## config.mk

```make
export PLATFORM = sky130hd
export DESIGN_NAME = eee_lpi_ctl
export DESIGN_NICKNAME = d
export VERILOG_FILES = /design/src/rtl/lpi_pkg.sv /design/src/rtl/lpi_tick_gen.sv /design/src/rtl/lpi_guard_cnt.sv /design/src/rtl/eee_lpi_ctl.sv
export SDC_FILE = /design/constraint.sdc
export NUM_CORES = 1
export LEC_CHECK = 0
export ABC_AREA = 1
export BUFFER_PORTS_ARGS = -buffer_cell sky130_fd_sc_hd__buf_4
export CORE_ASPECT_RATIO = 0.8
export CORE_MARGIN = 10
export CORE_UTILIZATION = 38
export CTS_BUF_LIST = sky130_fd_sc_hd__clkbuf_2 sky130_fd_sc_hd__clkbuf_4 sky130_fd_sc_hd__clkbuf_8
export CTS_CLUSTER_SIZE = 8
export DETAILED_ROUTE_END_ITERATION = 16
export HOLD_SLACK_MARGIN = 0.05
export PLACE_DENSITY_LB_ADDON = 0.08
export SYNTH_ARGS = -nofsm -noshare
export SYNTH_HDL_FRONTEND = slang
export SYNTH_SLANG_ARGS = --single-unit
export TNS_END_PERCENT = 30
```

## constraint.sdc

```tcl
create_clock -name clk -period 2.5 [get_ports clk]
set_input_delay 0.5 -clock clk [delete_from_list [all_inputs] [get_ports clk]]
set_output_delay 0.5 -clock clk [all_outputs]
set_load 0.02 [all_outputs]
```

## src/rtl/lpi_pkg.sv

```systemverilog
package lpi_pkg;
    localparam int REG_W    = 32;
    localparam int TW_W     = 16;
    localparam int LS_W     = 10;
    localparam int LS_LSB   = 16;
    localparam int CTRL_W   = 4;
    localparam int FLAG_LSB = 8;
    localparam int FLAG_W   = 4;
    localparam int TXST_BIT = 16;
    localparam int RXST_BIT = 17;
    localparam logic REG_CSR = 1'b0;

    typedef enum logic [1:0] {
        ST_RUN  = 2'd0,
        ST_LPI  = 2'd1,
        ST_WAKE = 2'd2
    } lpi_state_e;

    typedef struct packed {
        logic link_sw;
        logic gate_en;
        logic auto_wake;
        logic lpi_en;
    } lpi_ctrl_t;

    typedef struct packed {
        logic rx_exit;
        logic rx_entry;
        logic tx_exit;
        logic tx_entry;
    } lpi_flags_t;

    typedef struct packed {
        lpi_state_e        st;
        lpi_ctrl_t         ctrl;
        logic [LS_W-1:0]   ls;
        logic [TW_W-1:0]   tw;
        lpi_flags_t        flags;
        logic              rx_q;
    } lpi_core_t;
endpackage

```

## src/rtl/lpi_tick_gen.sv

```systemverilog
module lpi_tick_gen #(
    parameter int CLK_PER_US = 125,
    parameter int US_PER_MS  = 1000
) (
    input  logic clk,
    input  logic rst_n,
    output logic us_tick,
    output logic ms_tick
);
    localparam int PW = (CLK_PER_US > 1) ? $clog2(CLK_PER_US) : 1;
    localparam int UW = (US_PER_MS > 1) ? $clog2(US_PER_MS) : 1;

    typedef struct packed {
        logic [PW-1:0] pre;
        logic [UW-1:0] us;
    } tick_t;

    tick_t t_q, t_d;

    always_comb begin
        t_d     = t_q;
        us_tick = (t_q.pre == PW'(CLK_PER_US - 1));
        ms_tick = us_tick && (t_q.us == UW'(US_PER_MS - 1));
        t_d.pre = us_tick ? '0 : t_q.pre + 1'b1;
        if (us_tick) begin
            t_d.us = ms_tick ? '0 : t_q.us + 1'b1;
        end
    end

    always_ff @(posedge clk or negedge rst_n) begin
        if (!rst_n) t_q <= '0;
        else        t_q <= t_d;
    end
endmodule

```

## src/rtl/lpi_guard_cnt.sv

```systemverilog
module lpi_guard_cnt #(
    parameter int W = 16
) (
    input  logic         clk,
    input  logic         rst_n,
    input  logic         clr,
    input  logic         tick,
    input  logic [W-1:0] limit,
    output logic         done
);
    logic [W:0] cnt_q, cnt_d;

    // done once more than limit ticks were seen, so a full limit period elapsed
    always_comb begin
        done  = cnt_q > {1'b0, limit};
        cnt_d = cnt_q;
        if (clr)                cnt_d = '0;
        else if (tick && !done) cnt_d = cnt_q + 1'b1;
    end

    always_ff @(posedge clk or negedge rst_n) begin
        if (!rst_n) cnt_q <= '0;
        else        cnt_q <= cnt_d;
    end
endmodule

```

## src/rtl/eee_lpi_ctl.sv

```systemverilog
module eee_lpi_ctl
    import lpi_pkg::*;
#(
    parameter int CLK_PER_US = 125,
    parameter int US_PER_MS  = 1000
) (
    input  logic             clk,
    input  logic             rst_n,
    input  logic             reg_wr,
    input  logic             reg_rd,
    input  logic             reg_addr,
    input  logic [REG_W-1:0] reg_wdata,
    output logic [REG_W-1:0] reg_rdata,
    input  logic             tx_req,
    output logic             frm_ready,
    input  logic             phy_link,
    input  logic             rx_lpi,
    output logic             lpi_req,
    output logic             clk_gate_en,
    output logic             irq
);
    lpi_core_t r_q, r_d;

    logic us_tick, ms_tick, ls_done, tw_done;
    logic link_good, go_lpi, leave_lpi, csr_rd;
    logic unused_wdata;

    assign unused_wdata = ^reg_wdata[REG_W-1:LS_LSB+LS_W];
    assign link_good    = phy_link & r_q.ctrl.link_sw;

    lpi_tick_gen #(.CLK_PER_US(CLK_PER_US), .US_PER_MS(US_PER_MS)) u_tick (
        .clk(clk), .rst_n(rst_n), .us_tick(us_tick), .ms_tick(ms_tick)
    );

    lpi_guard_cnt #(.W(LS_W)) u_ls (
        .clk(clk), .rst_n(rst_n), .clr(!link_good), .tick(ms_tick),
        .limit(r_q.ls), .done(ls_done)
    );

    lpi_guard_cnt #(.W(TW_W)) u_tw (
        .clk(clk), .rst_n(rst_n), .clr(r_q.st != ST_WAKE), .tick(us_tick),
        .limit(r_q.tw), .done(tw_done)
    );

    always_comb begin
        r_d       = r_q;
        go_lpi    = 1'b0;
        leave_lpi = 1'b0;
        csr_rd    = reg_rd && (reg_addr == REG_CSR);

        if (reg_wr && reg_addr == REG_CSR) begin
            r_d.ctrl = lpi_ctrl_t'(reg_wdata[CTRL_W-1:0]);
        end
        if (reg_wr && reg_addr != REG_CSR) begin
            r_d.tw = reg_wdata[TW_W-1:0];
            r_d.ls = reg_wdata[LS_LSB +: LS_W];
        end

        unique case (r_q.st)
            ST_RUN: begin
                if (r_q.ctrl.lpi_en && link_good && ls_done && !tx_req) begin
                    r_d.st = ST_LPI;
                    go_lpi = 1'b1;
                end
            end
            ST_LPI: begin
                if (!r_q.ctrl.lpi_en || !link_good || (r_q.ctrl.auto_wake && tx_req)) begin
                    r_d.st    = ST_WAKE;
                    leave_lpi = 1'b1;
                end
            end
            ST_WAKE: begin
                if (tw_done) r_d.st = ST_RUN;
            end
            default: r_d.st = ST_RUN;
        endcase

        r_d.rx_q = rx_lpi;
        if (csr_rd) r_d.flags = '0;
        r_d.flags.tx_entry = r_d.flags.tx_entry | go_lpi;
        r_d.flags.tx_exit  = r_d.flags.tx_exit  | leave_lpi;
        r_d.flags.rx_entry = r_d.flags.rx_entry | (rx_lpi & ~r_q.rx_q);
        r_d.flags.rx_exit  = r_d.flags.rx_exit  | (~rx_lpi & r_q.rx_q);
    end

    always_ff @(posedge clk or negedge rst_n) begin
        if (!rst_n) r_q <= '0;
        else        r_q <= r_d;
    end

    always_comb begin
        lpi_req     = (r_q.st == ST_LPI);
        frm_ready   = (r_q.st == ST_RUN);
        clk_gate_en = lpi_req & r_q.ctrl.gate_en;
        irq         = |r_q.flags;
        reg_rdata   = '0;
        if (reg_addr == REG_CSR) begin
            reg_rdata[CTRL_W-1:0]          = r_q.ctrl;
            reg_rdata[FLAG_LSB +: FLAG_W]  = r_q.flags;
            reg_rdata[TXST_BIT]            = lpi_req;
            reg_rdata[RXST_BIT]            = r_q.rx_q;
        end else begin
            reg_rdata[TW_W-1:0]            = r_q.tw;
            reg_rdata[LS_LSB +: LS_W]      = r_q.ls;
        end
    end
endmodule

```

* Word-level counts from Yosys, hierarchy flattened
Index checks and enable logic that the tools add are counted.
** Storage, ports and cells
- Input bits :: 40
- Bits in registers :: 82
** Operators by class
- $lt $le $gt $ge :: 2
- $add $sub $neg :: 4
- Bitwise logic cells :: 11
- Muxes and demuxes :: 21
- Eq/ne operators :: 9
- Reductions and logical operators :: 21
** Operators by type and width (number)
- 17-bit two-way mux :: 2
- 11-bit two-way mux :: 2
- 4-bit two-way mux :: 5
- 17-bit by 1-bit adder with 17-bit output, second input constant :: 1
- 17-bit by 16-bit > comparator with 1-bit output :: 1
- 11-bit by 1-bit adder with 11-bit output, second input constant :: 1
- 11-bit by 10-bit > comparator with 1-bit output :: 1
- 10-bit by 1-bit adder with 10-bit output, second input constant :: 1
- 10-bit == test, second input constant :: 1
- 1-bit logical AND :: 10
- 10-bit two-way mux :: 1
- 2-bit two-way mux :: 4
- 8-bit two-way mux :: 1
- 7-bit by 1-bit adder with 7-bit output, second input constant :: 1
- 7-bit == test, second input constant :: 1
- 7-bit two-way mux :: 1
- 2-bit by 1-bit inequality test with 1-bit output, second input constant :: 3
- 2-bit case mux with 3 select lines :: 1
- 1-bit logical NOT :: 5
- 1-bit AND :: 4
- 1-bit two-way mux :: 4
- 2-bit inequality test, second input constant :: 2
- 1-bit OR :: 4
- 4-bit OR reduction :: 1
- other kinds (7) :: 10

* Logic depth before layout (Yosys ltp)
- Depth in word-level cells :: 7
- Depth in mapped cells :: 15
- Mapped depth without buffers :: 14

* Modules after synthesis
A second synthesis with hierarchy kept.
** Unflattened totals
- Cell total of the unflattened synthesis :: 756
- Area, all modules :: 5580.4 sq um
** Modules (own cells, without submodules)
- eee_lpi_ctl :: area each 1769.2 sq um, times used 1, seq. area each 925.9 sq um, cells an instance 233
- lpi_guard_cnt (u_tw) :: area each 1751.7 sq um, times used 1, seq. area each 425.4 sq um, cells an instance 234
- lpi_guard_cnt (u_ls) :: area each 1044.8 sq um, times used 1, seq. area each 275.3 sq um, cells an instance 158
- lpi_tick_gen :: area each 1014.7 sq um, times used 1, seq. area each 425.4 sq um, cells an instance 131

* Worst setup path before layout
OpenSTA, ideal clock, no wires.
- Path type :: input -> output
- Start point :: in reg_addr
- End point :: out reg_rdata[0]
- Cell stages on the path :: 3
- Setup slack :: 633 ps
- Data required time :: 2000 ps
- Arrival time :: 1367 ps
- Cells stage by stage :: clkbuf_1 > clkbuf_1 > o21ai_0
** Between the ends
- Cells in the longest elaborated chain, start to end :: 1
** Ends and longest elaborated chain
- start: declaration :: RTL line eee_lpi_ctl.sv:11 : input logic reg_addr,
- 4-bit two-way mux :: RTL line eee_lpi_ctl.sv:97 : if (reg_addr == REG_CSR) begin
- end: declaration :: RTL line eee_lpi_ctl.sv:13 : output logic [REG_W-1:0] reg_rdata,
No other way between the ends.

* Worst setup path after layout
- Start point :: reg u_ls.cnt_q[6]
- End point :: reg u_ls.cnt_q[9]
** Between the ends
- Cells in the longest elaborated chain, start to end :: 4
- Elaborated cells on any way between the ends :: 7
- Those cells by class :: add/sub (1); order compare (1); eq/ne (1); mux (2); reduce/logical (2)
** Ends and longest elaborated chain
- start: declaration :: RTL line lpi_guard_cnt.sv:11 : logic [W:0] cnt_q, cnt_d;
- start signal: assignment :: RTL line lpi_guard_cnt.sv:23 : else cnt_q <= cnt_d;
- 11-bit by 10-bit > comparator with 1-bit output :: RTL line lpi_guard_cnt.sv:15 : done = cnt_q > {1'b0, limit};
- 1-bit logical NOT :: RTL line lpi_guard_cnt.sv:18 : else if (tick && !done) cnt_d = cnt_q + 1'b1;
- 1-bit logical AND :: RTL line lpi_guard_cnt.sv:18
- 2-bit by 1-bit inequality test with 1-bit output (no line)
Parallel ways exist; a longest one is shown, timed or not. The select of a mux whose other input is x is not followed.
A chain may end at the register's enable or synchronous reset.

==> flow_summary.html <==
<table>
<tr><th>Metric</th><th>Value</th></tr>
<tr><th colspan="2">Synthesis</th></tr>
<tr><td>Post-synthesis cell type count</td><td>39</td></tr>
<tr><td>Yosys reg bits</td><td>82</td></tr>
<tr><td>Synthesis Warnings</td><td>0</td></tr>
<tr><td>Share of synthesized area occupied by flip-flops and latches</td><td>39.8%</td></tr>
<tr><td>Netlist area before placement</td><td>5150 µm²</td></tr>
<tr><td>Mean post-synth cell area</td><td>7.71 µm²</td></tr>
<tr><td>Post-Synthesis Cells</td><td>668</td></tr>
<tr><th colspan="2">Setup path</th></tr>
<tr><td>RR Startpoint</td><td>u_ls.cnt_q[6]</td></tr>
<tr><td>Launch point of the critical path</td><td>u_ls.cnt_q[6]</td></tr>
<tr><td>Slowest-stage cell, CP</td><td>dfrtp_1</td></tr>
<tr><td>Buffer and inverter count on the worst path</td><td>0</td></tr>
<tr><td>Delay of the slowest cell on the worst path</td><td>470 ps</td></tr>
<tr><td>Worst reg2reg setup slack</td><td>400 ps</td></tr>
<tr><td>Cell chain of the critical path</td><td>ha_1, nand2_1, nor3_1, nand4_1, nand2_1, nand2_2, nand3_1, nand2_1</td></tr>
<tr><td>Cell repeated most along the worst path</td><td>nand2_1</td></tr>
<tr><td>Depth of the critical timing path with buffers and inverters included</td><td>8</td></tr>
<tr><td>Required time of the critical path</td><td>2750 ps</td></tr>
<tr><td>Category of cells accounting for the largest share of critical-path delay</td><td>simple AND/OR/NAND/NOR gates</td></tr>
<tr><td>Logic depth of the worst register-to-register path</td><td>8</td></tr>
<tr><td>Largest fanout on the critical path</td><td>11</td></tr>
<tr><td>Critical Path End</td><td>u_ls.cnt_q[9]</td></tr>
<tr><td>Crit path capture type</td><td>flop</td></tr>
<tr><td>Kind of critical path</td><td>reg -&gt; reg</td></tr>
<tr><td>Critical Path AT</td><td>2350 ps</td></tr>
<tr><td>Critical Path Source Type</td><td>flop</td></tr>
<tr><td>R2R Path End</td><td>u_ls.cnt_q[9]</td></tr>
<tr><th colspan="2">Placement</th></tr>
<tr><td>Instance area at placement</td><td>5790 µm²</td></tr>
<tr><td>Worst slack at placement</td><td>443 ps</td></tr>
<tr><td>Weighted congestion at the end of routability-driven global placement</td><td>0.836</td></tr>
<tr><td>Instance count after placement with tap cells included</td><td>892</td></tr>
<tr><td>Count of input and output buffers</td><td>63</td></tr>
<tr><td>HPWL after DPL</td><td>9680 µm</td></tr>
<tr><th colspan="2">Die</th></tr>
<tr><td>Placeable Area</td><td>13100 µm²</td></tr>
<tr><td>Floorplan die width</td><td>150 µm</td></tr>
<tr><td>Standard-cell row count</td><td>37</td></tr>
<tr><td>I/O pin count</td><td>76</td></tr>
<tr><td>Area of the die</td><td>18600 µm²</td></tr>
<tr><td>Die Ht</td><td>124 µm</td></tr>
<tr><td>Effective utilization at floorplan</td><td>39.4%</td></tr>
<tr><th colspan="2">CTS</th></tr>
<tr><td>Master cell of the clock root buffer</td><td>clkbuf_8</td></tr>
<tr><td>Number of clock sinks</td><td>82</td></tr>
<tr><td>Post-CTS Repair Setup Buffers</td><td>0</td></tr>
<tr><td>Bufs on Longest Clock Path</td><td>2</td></tr>
<tr><td>CTS Buf Count</td><td>9</td></tr>
<tr><td>Clock-pin slew on the worst setup and hold paths</td><td>90 ps</td></tr>
<tr><td>Total of hold buffers inserted after clock tree synthesis</td><td>1</td></tr>
<tr><td>Latest clock arrival within the worst-skew pair</td><td>370 ps</td></tr>
<tr><td>Clock tree from TritonCTS</td><td>done</td></tr>
<tr><td>Depth of the CTS H-tree</td><td>3</td></tr>
<tr><td>Number of gates given a new drive strength after cts</td><td>0</td></tr>
<tr><th colspan="2">Pwr</th></tr>
<tr><td>Total leakage power</td><td>3.26 nW</td></tr>
<tr><td>Worst IR Drop VDD</td><td>0.000284 V</td></tr>
<tr><td>Total power divided by cell area</td><td>507 nW/µm²</td></tr>
<tr><td>Sum of internal, switching and leakage power</td><td>3.07 mW</td></tr>
<tr><th colspan="2">Hold path</th></tr>
<tr><td>Worst min-delay path category</td><td>in -&gt; reg</td></tr>
<tr><td>Hold Path Cell Cnt</td><td>1</td></tr>
<tr><th colspan="2">Global routing</th></tr>
<tr><td>Pin count of the biggest net entering global routing</td><td>42</td></tr>
<tr><td>Remaining global-route overflow</td><td>0</td></tr>
<tr><td>Wire length of the first global-routing pass</td><td>21600 µm</td></tr>
<tr><td>Met3 capacity usage during global routing</td><td>3.52%</td></tr>
<tr><td>Vias in the first global route</td><td>4410</td></tr>
<tr><td>Met1 Resource Use GR</td><td>18.3%</td></tr>
<tr><td>Most crowded layer after global routing</td><td>met2</td></tr>
<tr><td>Met2 demand-to-capacity share in global routing</td><td>23.6%</td></tr>
<tr><td>Initial antenna violation count</td><td>0</td></tr>
<tr><td>Global Route Usage Sum</td><td>14.2%</td></tr>
<tr><th colspan="2">Cells and area</th></tr>
<tr><td>Share of post-route cells with drive strength above 1</td><td>15.7%</td></tr>
<tr><td>Layout-stage area growth over the synthesis result</td><td>17.3%</td></tr>
<tr><td>Cell Count, Final, Fillers Out</td><td>909</td></tr>
<tr><td>Post-layout net count</td><td>800</td></tr>
<tr><td>Antenna fix cells</td><td>0</td></tr>
<tr><td>Final instance area</td><td>6040 µm²</td></tr>
<tr><th colspan="2">Timing</th></tr>
<tr><td>Final setup violation count</td><td>0</td></tr>
<tr><td>Final hold violation count</td><td>0</td></tr>
<tr><td>Tcrit/Tclk final</td><td>84.0%</td></tr>
<tr><td>RSZ-0062 raised after global routing</td><td>no</td></tr>
<tr><td>Min Tclk post-route</td><td>2100 ps</td></tr>
<tr><td>Fin Clk Skew</td><td>14.6 ps</td></tr>
<tr><td>Maximum clock frequency</td><td>476 MHz</td></tr>
<tr><td>Final-report max-slew violation count</td><td>0</td></tr>
<tr><td>Summed negative setup slack over all endpoints</td><td>0 ps</td></tr>
<tr><td>Worst path setup slack after routing</td><td>400 ps</td></tr>
<tr><th colspan="2">Status</th></tr>
<tr><td>Status</td><td>finished, final reports clean</td></tr>
<tr><th colspan="2">Job</th></tr>
<tr><td>Max Cap Violations</td><td>0</td></tr>
<tr><th colspan="2">Routing</th></tr>
<tr><td>Detailed Routing Iterations Pass 1</td><td>5</td></tr>
<tr><td>Routed length per placed instance</td><td>13.9 µm</td></tr>
<tr><td>Via count</td><td>4388</td></tr>
<tr><td>Post-detailed-route via-to-cell ratio</td><td>4.83</td></tr>
<tr><td>DRC violation total after the first TritonRoute iteration</td><td>193</td></tr>
<tr><td># DRC</td><td>0</td></tr>
<tr><td>Total routed wirelength</td><td>12600 µm</td></tr>
<tr><td>Number of routed nets with antenna violations</td><td>0</td></tr>
</table>
synthesized netlist by cell type:
cell type  count  area (µm²)
a21o_1         2        15.0
nand2_4        1        11.3
xnor2_1        3        26.3
a31o_2         1        8.76
ha_1          31         388
nor2_2         2        12.5
buf_4          8        60.1
or2_2          1        6.26
conb_1         1        3.75
nor4_1         3        18.8
inv_2          1        3.75
nand4_1       40         250
nor2_1        62         233
o22ai_1        1        6.26
and2_1         1        6.26
nand3_4        1        17.5
nand3b_1       1        7.51
and3_1         1        6.26
dfrtp_1       82        2050
a31oi_1        1        6.26
o21ai_0       30         150
nor2_4         1        11.3
nand2_2        4        25.0
a21oi_1       40         200
nand3_2       12         120
clkbuf_1      13        48.8
clkinv_2       1        5.00
xor2_1        21         184
nand3_1       35         175
nor4_4         1        21.3
nand2_1      129         484
nor3b_1        2        15.0
nor3_1        17        85.1
inv_1        107         402
clkinv_1       1        3.75
o21bai_1       2        15.0
mux2_2         1        11.3
buf_6          3        33.8
buf_2          4        20.0
final cells by class:
class	instances	area, µm²
fill	1400	7010
multi-input combinational	453	2540
sequential	82	2050
timing repair buffer	73	576
inverter	110	414
tap	175	219
clock buffer	11	139
clock inverter	5	103
power by group:
group          switching, mW  total (mW)  leakage (nW)  internal (mW)
Sequential            0.0368        1.43          1.04           1.39
Combinational          0.278       0.452          2.10          0.175
Clock                  0.502        1.19         0.120          0.685
logic make-up after synthesis:
| kind of cell | count (synthesis) | synth area share (%) |
|---|---|---|
| AO/OA/AOI/OAI | 77 | 7.80 |
| flip-flops | 82 | 39.8 |
| AND/OR/NAND/NOR | 314 | 29.3 |
| other | 1 | 0.0728 |
| XOR/XNOR | 24 | 4.08 |
| multiplexers | 1 | 0.219 |
| buffers and inverters | 138 | 11.2 |
| adder cells (fa/ha/maj) | 31 | 7.53 |
state kept, by name, indices dropped and copies added, names as in the netlist:
signal      cells
u_tw.cnt_q     17
u_ls.cnt_q     11
r_q            37
u_tick.t_q     17
cells in the final DEF, fill, tap and decap left out, types with 2 or more instances in the layout:
master	count
nand2_2	4
xnor2_1	3
clkinv_2	2
nor2_1	62
o21ai_0	30
dfrtp_1	82
nand2_1	129
clkbuf_8	9
clkbuf_4	2
nand3_1	35
inv_1	107
nor3_1	17
nor3b_1	2
xor2_1	21
ha_1	31
buf_4	70
nor2_2	2
nor4_1	3
a21o_1	2
o21bai_1	2
buf_12	2
nand4_1	40
a21oi_1	40
bufinv_16	3
conb_1	6
nand3_2	12
per-stage QoR:
step                util, %  hold slack [ps]
floorplan                 -              204
global placement       44.4              449
detailed placement     44.4              454
CTS                    46.3              249
global route           46.3              238
finish                 46.3              267
worst min-delay path by stage:
| stage | startpoint | to | slack, ps |
|---|---|---|---|
| 6_report | rx_lpi | r_q[0] | 270 |
| 5_1_grt | rx_lpi | r_q[0] | 240 |
| 4_1_cts | rx_lpi | r_q[0] | 250 |
| 3_5_place_dp | rst_n | r_q[26] | 450 |
| 3_3_place_gp | rst_n | r_q[24] | 450 |
| 2_1_floorplan | rst_n | r_q[0] | 200 |
metal layers:
layer	vias up	part of all wire [%]
met5	-	0
met4	0	0.67
met3	7	3.9
met2	64	46
met1	2046	49
li1	2271	-
(Power assumes the default switching activity.)
